<file path="src/rtl/opsel_alu_pkg.sv">
package opsel_alu_pkg;

    localparam int OPW = 4;

    typedef enum logic [OPW-1:0] {
        OP_ADD  = 4'd0,
        OP_SUB  = 4'd1,
        OP_AND  = 4'd2,
        OP_OR   = 4'd3,
        OP_XOR  = 4'd4,
        OP_NOTA = 4'd5,
        OP_SHL  = 4'd6,
        OP_SHR  = 4'd7,
        OP_SLT  = 4'd8,
        OP_INC  = 4'd9,
        OP_DEC  = 4'd10,
        OP_PASS = 4'd11
    } alu_op_e;

    typedef enum logic [1:0] {
        LF_AND  = 2'd0,
        LF_OR   = 2'd1,
        LF_XOR  = 2'd2,
        LF_NOTA = 2'd3
    } logic_fn_e;

    typedef enum logic {
        SH_LEFT  = 1'b0,
        SH_RIGHT = 1'b1
    } shift_dir_e;

endpackage

</file>
<file path="src/rtl/opsel_alu_fa.sv">
module opsel_alu_fa (
    input  logic x_i,
    input  logic y_i,
    input  logic c_i,
    output logic s_o,
    output logic c_o
);

    logic half_d;

    always_comb begin
        half_d = x_i ^ y_i;
        s_o    = half_d ^ c_i;
        c_o    = (x_i & y_i) | (c_i & half_d);
    end

endmodule

</file>
<file path="src/rtl/opsel_alu_adder.sv">
module opsel_alu_adder #(
    parameter int WIDTH = 8
) (
    input  logic [WIDTH-1:0] x_i,
    input  logic [WIDTH-1:0] y_i,
    input  logic             inv_i,
    input  logic             cin_i,
    output logic [WIDTH-1:0] sum_o,
    output logic             cout_o,
    output logic             ovf_o
);

    localparam int MSB = WIDTH - 1;

    logic [WIDTH-1:0] y_eff_d;
    logic [WIDTH:0]   chain_d;

    always_comb begin
        y_eff_d    = y_i ^ {WIDTH{inv_i}};
        chain_d[0] = cin_i;
    end

    for (genvar g = 0; g < WIDTH; g++) begin : g_cell
        opsel_alu_fa u_fa (
            .x_i (x_i[g]),
            .y_i (y_eff_d[g]),
            .c_i (chain_d[g]),
            .s_o (sum_o[g]),
            .c_o (chain_d[g+1])
        );
    end

    always_comb begin
        cout_o = chain_d[WIDTH];
        ovf_o  = (x_i[MSB] == y_eff_d[MSB]) && (sum_o[MSB] != x_i[MSB]);
    end

endmodule

</file>
<file path="src/rtl/opsel_alu_logic.sv">
module opsel_alu_logic #(
    parameter int WIDTH = 8
) (
    input  logic [WIDTH-1:0]       a_i,
    input  logic [WIDTH-1:0]       b_i,
    input  opsel_alu_pkg::logic_fn_e fn_i,
    output logic [WIDTH-1:0]       y_o
);

    import opsel_alu_pkg::*;

    always_comb begin
        unique case (fn_i)
            LF_AND:  y_o = a_i & b_i;
            LF_OR:   y_o = a_i | b_i;
            LF_XOR:  y_o = a_i ^ b_i;
            LF_NOTA: y_o = ~a_i;
            default: y_o = '0;
        endcase
    end

endmodule

</file>
<file path="src/rtl/opsel_alu_shift.sv">
module opsel_alu_shift #(
    parameter int WIDTH = 8
) (
    input  logic [WIDTH-1:0]          a_i,
    input  opsel_alu_pkg::shift_dir_e dir_i,
    output logic [WIDTH-1:0]          y_o,
    output logic                      out_bit_o
);

    import opsel_alu_pkg::*;

    localparam int MSB = WIDTH - 1;

    always_comb begin
        if (dir_i == SH_LEFT) begin
            y_o       = {a_i[MSB-1:0], 1'b0};
            out_bit_o = a_i[MSB];
        end else begin
            y_o       = {1'b0, a_i[MSB:1]};
            out_bit_o = a_i[0];
        end
    end

endmodule

</file>
<file path="src/rtl/opsel_alu.sv">
module opsel_alu #(
    parameter int WIDTH = 8
) (
    input  logic [WIDTH-1:0]              a_i,
    input  logic [WIDTH-1:0]              b_i,
    input  logic [opsel_alu_pkg::OPW-1:0] op_i,
    output logic [WIDTH-1:0]              result_o,
    output logic                          zero_o,
    output logic                          carry_o,
    output logic                          ovf_o,
    output logic                          neg_o
);

    import opsel_alu_pkg::*;

    localparam int MSB = WIDTH - 1;
    localparam logic [WIDTH-1:0] ONE = WIDTH'(1);

    typedef struct packed {
        logic [WIDTH-1:0] val;
        logic             c;
        logic             v;
    } alu_out_t;

    logic [WIDTH-1:0] add_y_d;
    logic             add_inv_d;
    logic             add_cin_d;
    logic [WIDTH-1:0] add_sum_d;
    logic             add_cout_d;
    logic             add_ovf_d;
    logic             add_c_d;
    logic             less_d;
    logic_fn_e        lfn_d;
    logic [WIDTH-1:0] log_y_d;
    shift_dir_e       sdir_d;
    logic [WIDTH-1:0] sh_y_d;
    logic             sh_out_d;
    alu_out_t         res_d;

    // Adder operand steering: subtract-style ops invert and carry in a 1.
    always_comb begin
        add_y_d   = b_i;
        add_inv_d = 1'b0;
        add_cin_d = 1'b0;
        case (op_i)
            OP_SUB, OP_SLT: begin
                add_inv_d = 1'b1;
                add_cin_d = 1'b1;
            end
            OP_INC: begin
                add_y_d   = '0;
                add_cin_d = 1'b1;
            end
            OP_DEC: begin
                add_y_d   = ONE;
                add_inv_d = 1'b1;
                add_cin_d = 1'b1;
            end
            default: ;
        endcase
    end

    opsel_alu_adder #(.WIDTH(WIDTH)) u_adder (
        .x_i    (a_i),
        .y_i    (add_y_d),
        .inv_i  (add_inv_d),
        .cin_i  (add_cin_d),
        .sum_o  (add_sum_d),
        .cout_o (add_cout_d),
        .ovf_o  (add_ovf_d)
    );

    always_comb begin
        lfn_d = LF_AND;
        case (op_i)
            OP_OR:   lfn_d = LF_OR;
            OP_XOR:  lfn_d = LF_XOR;
            OP_NOTA: lfn_d = LF_NOTA;
            default: lfn_d = LF_AND;
        endcase
        sdir_d = (op_i == OP_SHR) ? SH_RIGHT : SH_LEFT;
    end

    opsel_alu_logic #(.WIDTH(WIDTH)) u_logic (
        .a_i  (a_i),
        .b_i  (b_i),
        .fn_i (lfn_d),
        .y_o  (log_y_d)
    );

    opsel_alu_shift #(.WIDTH(WIDTH)) u_shift (
        .a_i       (a_i),
        .dir_i     (sdir_d),
        .y_o       (sh_y_d),
        .out_bit_o (sh_out_d)
    );

    // Borrow convention on the inverting path; signed less-than from N ^ V.
    always_comb begin
        add_c_d = add_inv_d ? ~add_cout_d : add_cout_d;
        less_d  = add_sum_d[MSB] ^ add_ovf_d;
    end

    // Result multiplexer.
    always_comb begin
        res_d = '0;
        case (op_i)
            OP_ADD, OP_SUB, OP_INC, OP_DEC: begin
                res_d.val = add_sum_d;
                res_d.c   = add_c_d;
                res_d.v   = add_ovf_d;
            end
            OP_AND, OP_OR, OP_XOR, OP_NOTA: begin
                res_d.val = log_y_d;
            end
            OP_SHL, OP_SHR: begin
                res_d.val = sh_y_d;
                res_d.c   = sh_out_d;
            end
            OP_SLT: begin
                res_d.val = less_d ? ONE : '0;
            end
            OP_PASS: begin
                res_d.val = a_i;
            end
            default: res_d = '0;
        endcase
    end

    always_comb begin
        result_o = res_d.val;
        carry_o  = res_d.c;
        ovf_o    = res_d.v;
        zero_o   = ~|res_d.val;
        neg_o    = res_d.val[MSB];
    end

endmodule

</file>
<file path="config.mk">
export PLATFORM = sky130hd
export DESIGN_NAME = opsel_alu
export DESIGN_NICKNAME = d
export VERILOG_FILES = /design/src/rtl/opsel_alu_pkg.sv /design/src/rtl/opsel_alu_fa.sv /design/src/rtl/opsel_alu_adder.sv /design/src/rtl/opsel_alu_logic.sv /design/src/rtl/opsel_alu_shift.sv /design/src/rtl/opsel_alu.sv
export SDC_FILE = /design/constraint.sdc
export NUM_CORES = 1
export LEC_CHECK = 0
export CORE_ASPECT_RATIO = 0.8
export CORE_MARGIN = 2
export CORE_UTILIZATION = 35
export DETAILED_ROUTE_END_ITERATION = 12
export PLACE_DENSITY = 0.61
export SLEW_MARGIN = 10
export SYNTH_ARGS = -nofsm -noshare
export SYNTH_HDL_FRONTEND = slang
export SYNTH_SLANG_ARGS = --single-unit
</file>
<file path="constraint.sdc">
create_clock -name vclk -period 29.2
set_clock_uncertainty 0.15 [all_clocks]
set_input_delay 7.3 -clock vclk [all_inputs]
set_output_delay 7.3 -clock vclk [all_outputs]
set_load 0.03 [all_outputs]
</file>
Yosys cells after proc, flatten, opt, wreduce, memory -nomap -nowiden
Cells that the tools add are included.

Equal/unequal tests: 16. Multiplexer cells: 13. Bitwise operators: 47. Reductions and logical operators: 10.

Operators by type and width (count): $pmux W8 S5 (1); $pmux W8 S4 (1); $xor A1 B1 Y1 (17); $and A1 B1 Y1 (16); $eq A4 B3 Y1 const B (4); $eq A4 B4 Y1 const B (4); $pmux W8 S2 (1); $xor A8 B8 Y8 (2); $reduce_or A4 Y1 (3); $and A8 B8 Y8 (1); $eq A4 B2 Y1 const B (2); $mux W8 (1); $not A8 Y8 (1); $or A1 B1 Y1 (8); $or A8 B8 Y8 (1); $reduce_or A8 Y1 (1); $mux W1 (7); $pmux W2 S3 (1); $eq A2 B2 Y1 const B (2); $eq A4 B1 Y1 const B (1); $logic_not A4 Y1 (1); $reduce_or A3 Y1 (1); $eq A2 B1 Y1 const B (1); $logic_not A2 Y1 (1); other kinds (7) (7).

Register bits: 0. Logic and storage cells: 86.

Logic depth before layout (Yosys ltp)
Gate-level depths: netlist of run 1.

Depth after elaboration: 27. Gate-level depth with buffers: 23.

By module
Synthesis of run 1 repeated with hierarchy kept, for this count alone.

Cell total of the unflattened synthesis: 180. Area, all modules: 1622.8 um^2.

Modules (own cells, without submodules): opsel_alu (instances 1, cells each 100, area each 725.7 um^2, sequential area each 0.0 um^2); opsel_alu_logic (instances 1, cells each 50, area each 493.0 um^2, sequential area each 0.0 um^2); opsel_alu_fa (instances 8, cells each 1, area each 20.0 um^2, sequential area each 0.0 um^2); opsel_alu_shift (instances 1, cells each 10, area each 132.6 um^2, sequential area each 0.0 um^2); opsel_alu_adder (instances 1, cells each 12, area each 111.4 um^2, sequential area each 0.0 um^2).

Worst setup path before layout of run 1
OpenSTA, ideal clock, no wires.

Path kind: input to output. From: input port op_i[0] in the netlist's numbering. To: output port zero_o. Arrival time: 12.832 ns. Slack: 8.918 ns. Cell stages on the path: 22. Cells stage by stage: buf_2 clkbuf_1 clkbuf_1 clkbuf_1 a21oi_1 nor2_1 a211o_1 fa_1 fa_1 inv_1 fa_1 fa_1 fa_1 inv_1 fa_1 inv_1 fa_1 inv_1 fa_1 a222oi_1 or4b_4 nor4_2.

Word-level cells in the longest chain between the ends: 27. Elaborated cells on any way between the ends: 74.

Ends and longest elaborated chain: start, declared (line opsel_alu.sv:6) `input logic [opsel_alu_pkg::OPW-1:0] op_i,`; $eq A4 B4 Y1 / $eq A4 B1 Y1 (equally long branches) (line opsel_alu.sv:45, opsel_alu.sv:107); $reduce_or A3 Y1 (no source line); $mux W1 (line opsel_alu.sv:45) `case (op_i)`; $xor A8 B8 Y8 (line opsel_alu_adder.sv:19) `y_eff_d = y_i ^ {WIDTH{inv_i}};`; $xor A1 B1 Y1 (line opsel_alu_fa.sv:12) `half_d = x_i ^ y_i;`; $and A1 B1 Y1 (line opsel_alu_fa.sv:14) `c_o = (x_i & y_i) | (c_i & half_d);`; $or A1 B1 Y1 (line opsel_alu_fa.sv:14); $and A1 B1 Y1 (line opsel_alu_fa.sv:14); (+11 left out); $xor A1 B1 Y1 (line opsel_alu_fa.sv:13) `s_o = half_d ^ c_i;`; $ne A1 B1 Y1 (line opsel_alu_adder.sv:35) `ovf_o = (x_i[MSB] == y_eff_d[MSB]) && (sum_o[MSB] != x_i[MSB]);`; $logic_and A1 B1 Y1 (line opsel_alu_adder.sv:35); $xor A1 B1 Y1 (line opsel_alu.sv:101) `less_d = add_sum_d[MSB] ^ add_ovf_d;`; $mux W1 (line opsel_alu.sv:121) `res_d.val = less_d ? ONE : '0;`; $pmux W8 S5 * (line opsel_alu.sv:107) `case (op_i)`; $reduce_or A8 Y1 * (line opsel_alu.sv:134) `zero_o = ~|res_d.val;`; $logic_not A1 Y1 * (line opsel_alu.sv:134); end, declared (line opsel_alu.sv:8) `output logic zero_o,`.

Every way passes the cells marked *; elsewhere a longest branch is shown, timed or not.

Worst setup path after layout of run 1
From: input port op_i[3] in the netlist's numbering. To: output port zero_o.

The elaborated chain is that of the path after synthesis.

==> results of run 1 <==
## worst min-delay path: cells and delay by family
family	cells	cell delay (ns)
buffers and inverters	2	1.11
AO/OA/AOI/OAI	2	0.28
## logic make-up (layout without fill, tap and decap cells)
group                      after synthesis  in the layout  share of synthesized area (%)
adders and majority gates               25             25                           25.1
and+or+nand+nor                         59             59                           21.7
muxes                                   21             21                           14.6
buffers and inverters                   39             57                           11.1
AOI/OAI and AO/OA                       55             55                           25.7
xor gates and xnor gates                 3              3                           1.77
## worst min-delay path by stage
stage                      start  depth (start not counted)          end
after global placement    a_i[3]                          5       zero_o
after detailed placement  a_i[6]                          4  result_o[6]
after CTS                 a_i[6]                          4  result_o[6]
after global routing      a_i[3]                          5       zero_o
after floorplan           a_i[7]                          2        ovf_o
final                     a_i[6]                          4  result_o[6]
## where the power goes
| group | total [mW] | leakage, nW | internal [mW] | switching, mW |
|---|---|---|---|---|
| Combinational | 0.0374 | 0.802 | 0.0164 | 0.0211 |
| Clock | 0 | 0 | 0 | 0 |
| Sequential | 0 | 0 | 0 | 0 |
## placed cells by master, fill, tap and decap left out, types with 3 or more instances in the layout
cell type	count
a21oi_1	13
a221o_1	3
o21ai_0	10
nand2_1	13
inv_1	22
nor2_1	21
o211ai_1	3
o221ai_1	5
fa_1	8
mux2_2	4
nand2b_1	6
mux2i_1	15
clkdlybuf4s50_1	32
ha_1	17
a221oi_1	5
## final cells by class
class / instances / area [sq um] / area share, %
Inverter: 24 / 90.1 / 4.97
Tap cell: 57 / 71.3 / 3.94
Timing Repair Buffer: 33 / 328 / 18.1
Multi-Input combinational cell: 163 / 1320 / 73.0
## metrics by stage
stage	instance area, sq um	setup WS (ns)	instances	hold slack (ns)	util, %
after floorplan	1490	8.92	202	14.67	-
after global placement	1810	7.82	277	15.86	43.9
after detailed placement	1810	7.74	277	15.84	43.9
after CTS	1810	7.71	277	15.85	43.9
after global routing	1810	7.35	277	15.90	43.9
final	1810	7.68	277	15.84	43.9
## Yosys cell counts, drive strengths merged, types with 3 or more instances
master / count / area [sq um]
o221ai: 5 / 43.8
mux2i: 15 / 150
a221oi: 5 / 43.8
a21oi: 13 / 65.1
mux2: 6 / 67.6
clkbuf: 8 / 30.0
fa: 8 / 160
o21ai: 10 / 50.1
a221o: 3 / 30.0
buf: 6 / 36.3
inv: 24 / 90.1
ha: 17 / 213
nand2: 13 / 48.8
o211ai: 3 / 22.5
nand2b: 6 / 37.5
nor2: 21 / 78.8
## routing by layer
metal  share of wire [%]  wire, um  vias up
li1                    -         -      764
met1                  50      2190      710
met2                  45      2010       46
met3                 4.9       217        0
met4                   0         0        0
met5                   0         0        -
==> results.toml, run 1 <==
[run_status]
result_of_the_run = "completed"

[setup_path]
crit_required_ns = 21.75
criticalPathCategory = "in2out"
worstSetupPathDepth = 21
critPathCaptureType = "primary output"
cp.buffers_inverters = 7
critical_path.startpoint_type = "primary input"
cp-startpoint = "op_i[3]"
cpMostUsedCell = "fa_1"
crit_path_max_fanout = 17
worst_ep_arrival_time_ns = 14.07
timing.critical_path.slowest_stage_cell = "clkdlybuf4s50_1"
ordered_cell_list_for_the_critical_path = "clkdlybuf4s50_1 > inv_1 > or3_1 > nor3_1 > a211o_1 > fa_1 > fa_1 > inv_1 > fa_1 > fa_1 > fa_1 > inv_1 > fa_1 > inv_1 > fa_1 > inv_1 > fa_1 > a222oi_1 > or4b_4 > nor4_2 > clkdlybuf4s50_1"
max_stage_delay_ns = 0.85
critical_path.top_delay_family = "adder cells"
setup.worst_path.end = "zero_o"

[sta]
number_of_max_slew_violations_in_the_final_report = 0
hold_viol = 0
finalSetupViolations = 0
post-route-period-util_pct = 73.7
grt_setup_unrepaired = "no"
slew_headroom_pct = 60.3
finalCriticalPeriod_ns = 21.52
setup_tns_ns = 0
achievable-frequency_mhz = 46.5
timing_worst_slew_pin_value_ns = 0.594

[drt]
detail_route.vias_per_cell = 5.49
antenna_violating_nets_post_route = 0
iter_0_drt_violations = 110
route.detailed.drc = 0
routedWlPerCell_um = 15.9
num_vias = 1520
drt_pre_antenna_iters = 4
wl_um = 4410

[global_route]
grt_busiest_layer = "met2"
global_routing_usage_on_met1_pct = 26.8
grt_util_met2_pct = 31.9
gr-total-overflow = 0
globalRouteTotalUtil_pct = 18.4
first_global_vias = 1469
global_route_wire_length_before_repair_um = 7310
largest_net_degree_at_the_start_of_global_routing = 48
global_route.usage.met3_pct = 1.16
grt_antenna_before_repair = 0

[synthesis]
postSynthNetCount = 247
yosysSeqAreaShare_pct = 0
avg_inst_size_synth_sq_um = 7.36
synthCells = 202
synthesis.area_sq_um = 1490
ys_types = 50
synth-warning-count = 0

[min_path]
hp-class = "in2out"

[pwr]
power.ir.vdd_worst_mv = 0.00802
report.power.total_uw = 37.4
power.leakage_nw = 0.802
power_per_cell_area_nw_per_um2 = 20.7

[run]
number_of_max_capacitance_violations_reported = 0

[layout]
antenna-diode-count = 0
clock_buffers = 0
fill_cell_instance_count_of_the_final_layout = 444
drive_gt1_share_pct = 6.36
flops_and_latches = 0
nNetsFinal = 267
sequential_cell_area_sq_um = 0
syn_to_final_growth_pct = 21.8

[floorplan]
floorplan.die_area_sq_um = 4790
top_level_ports = 32
placeableCoreArea_sq_um = 4130
initial_utilization_pct = 36.1
fp.dieH_um = 62.3
floorplan.die.width_um = 76.9
number_of_standard_cell_rows_in_the_floorplan = 21

[place]
place.detailed.hpwl_um = 3310
port-buffer-count = 32
place_congestion = 0.841

[clock_network]
ctsHoldBuffers = 0
post_cts_resize_count = 0
post-cts-setup-buffer-count = 0
Power figures use the tool's default switching activity.
==> run 2, diff against run 1 <==
--- a/config.mk
+++ b/config.mk
@@ -9,7 +9,7 @@
 export CORE_MARGIN = 2
 export CORE_UTILIZATION = 35
 export DETAILED_ROUTE_END_ITERATION = 12
-export PLACE_DENSITY = 0.61
+export PLACE_DENSITY = 0.63
 export SLEW_MARGIN = 10
 export SYNTH_ARGS = -nofsm -noshare
 export SYNTH_HDL_FRONTEND = slang
==> constraint.sdc (replaced) <==
create_clock -name vclk -period 17.6
set_clock_uncertainty 0.15 [all_clocks]
set_input_delay 4.4 -clock vclk [all_inputs]
set_output_delay 4.4 -clock vclk [all_outputs]
set_load 0.03 [all_outputs]
==> results.toml, run 2 (same netlist as run 1, synthesis figures left out) <==
[pwr]
power_per_cell_area_nw_per_um2 = 34.3
power.leakage_nw = 0.802
report.power.total_uw = 62.2
power.ir.vdd_worst_mv = 0.0132

[layout]
design_area_sq_um = 1810
syn_to_final_growth_pct = 21.8
sequential_cell_area_sq_um = 0
multi_input_comb_area_sq_um = 1320
fill_cell_instance_count_of_the_final_layout = 446
most_common_cell_after_layout_fill_and_taps_aside = "clkdlybuf4s50_1"
most-common-layout-cells = "32 x clkdlybuf4s50_1, 22 x inv_1, 21 x nor2_1"
nNetsFinal = 267
antenna-diode-count = 0
drive_gt1_share_pct = 6.36
flops_and_latches = 0
clock_buffers = 0

[global_route]
grt_antenna_before_repair = 0
globalRouteTotalUtil_pct = 18.0
gr-total-overflow = 0
first_global_vias = 1319
global_route_wire_length_before_repair_um = 7090
largest_net_degree_at_the_start_of_global_routing = 48

[place]
place.detailed.hpwl_um = 3310
port-buffer-count = 32
dp_worst_setup_slack_ns = 1.93
post_place_cell_area_sq_um = 1810
place_congestion = 0.918

[setup_path]
crit_required_ns = 13.05
critPathCaptureType = "primary output"
crit_path_max_fanout = 17
worst_ep_arrival_time_ns = 11.14
critical_path.startpoint_type = "primary input"
criticalPathCategory = "in2out"

[run]
number_of_max_capacitance_violations_reported = 0

[run_status]
result_of_the_run = "completed"

[sta]
finalSetupViolations = 0
grt_setup_unrepaired = "no"
timing_worst_slew_pin_value_ns = 0.581
post-route-period-util_pct = 89.2
achievable-frequency_mhz = 63.7
finalCriticalPeriod_ns = 15.69
final.hold.worst_slack_ns = 10.06
hold_viol = 0
setup_tns_ns = 0
final.setup.worst_slack_ns = 1.91
slew_headroom_pct = 61.2
number_of_max_slew_violations_in_the_final_report = 0

[clock_network]
ctsHoldBuffers = 0
post-cts-setup-buffer-count = 0
post_cts_resize_count = 0

[floorplan]
number_of_standard_cell_rows_in_the_floorplan = 21
fp.dieH_um = 62.3
top_level_ports = 32
initial_utilization_pct = 36.1
floorplan.die_area_sq_um = 4790
floorplan.die.width_um = 76.9
placeableCoreArea_sq_um = 4130

[drt]
route.detailed.drc = 0
antenna_violating_nets_post_route = 0
iter_0_drt_violations = 130
routedWlPerCell_um = 15.9
drt_pre_antenna_iters = 4
wl_um = 4400
detail_route.vias_per_cell = 5.52
num_vias = 1529

[min_path]
hp-class = "in2out"
==> run 2: cell counts in the layout (fill, tap and decap cells not counted) <==
No cell type changed its count.
==> run 2: critical path, cell delays in order <==
cell             delay [ns]
clkdlybuf4s50_1        0.84
inv_1                  0.35
or3_1                  0.59
nor3_1                 0.18
a211o_1                0.14
fa_1                   0.18
fa_1                   0.16
inv_1                  0.05
fa_1                   0.37
fa_1                   0.41
fa_1                   0.38
inv_1                  0.09
fa_1                   0.16
inv_1                  0.05
fa_1                   0.38
inv_1                  0.08
fa_1                   0.44
a222oi_1               0.44
or4b_4                 0.52
nor4_2                 0.21
clkdlybuf4s50_1        0.70
==> run 2: power by group <==
group	total, mW	switching [mW]	internal, mW
logic	0.0622	0.0351	0.0271
clock network	0	0	0
registers	0	0	0
total	0.0622	0.0351	0.0271
==> run 2: through the flow <==
stage	util (%)	std cells
final	43.9	277
after global routing	43.9	277
after CTS	43.9	277
after detailed placement	43.9	277
after global placement	43.9	277
after floorplan	-	202
==> run 2: final timing paths <==
check,from,endpoint,slack [ns],depth (start not counted)
worst max-delay path,op_i[3],zero_o,1.91,21
worst min-delay path,a_i[3],zero_o,10.06,5
==> run 2: final cells by class <==
| type | instances | share of cell area [%] |
|---|---|---|
| tap | 57 | 3.94 |
| inverter | 24 | 4.97 |
| multi-input combinational | 163 | 73.0 |
| timing repair buffer | 33 | 18.1 |
==> run 2: layer usage <==
metal | GRT usage [%] | share of wire [%] | up-vias
met5 | 0 | 0 | -
met4 | 2.05 | 0.82 | 0
met3 | 0.436 | 7.5 | 4
met2 | 27.7 | 44 | 56
met1 | 28.5 | 48 | 707
li1 | - | - | 762
==> run 3, diff against run 2 <==
--- a/config.mk
+++ b/config.mk
@@ -10,7 +10,7 @@
 export CORE_UTILIZATION = 35
 export DETAILED_ROUTE_END_ITERATION = 12
 export PLACE_DENSITY = 0.63
-export SLEW_MARGIN = 10
+export SLEW_MARGIN = 25
 export SYNTH_ARGS = -nofsm -noshare
 export SYNTH_HDL_FRONTEND = slang
 export SYNTH_SLANG_ARGS = --single-unit
==> results of run 3 <==
Final layout, timing and power as in run 2 (identical DEF).
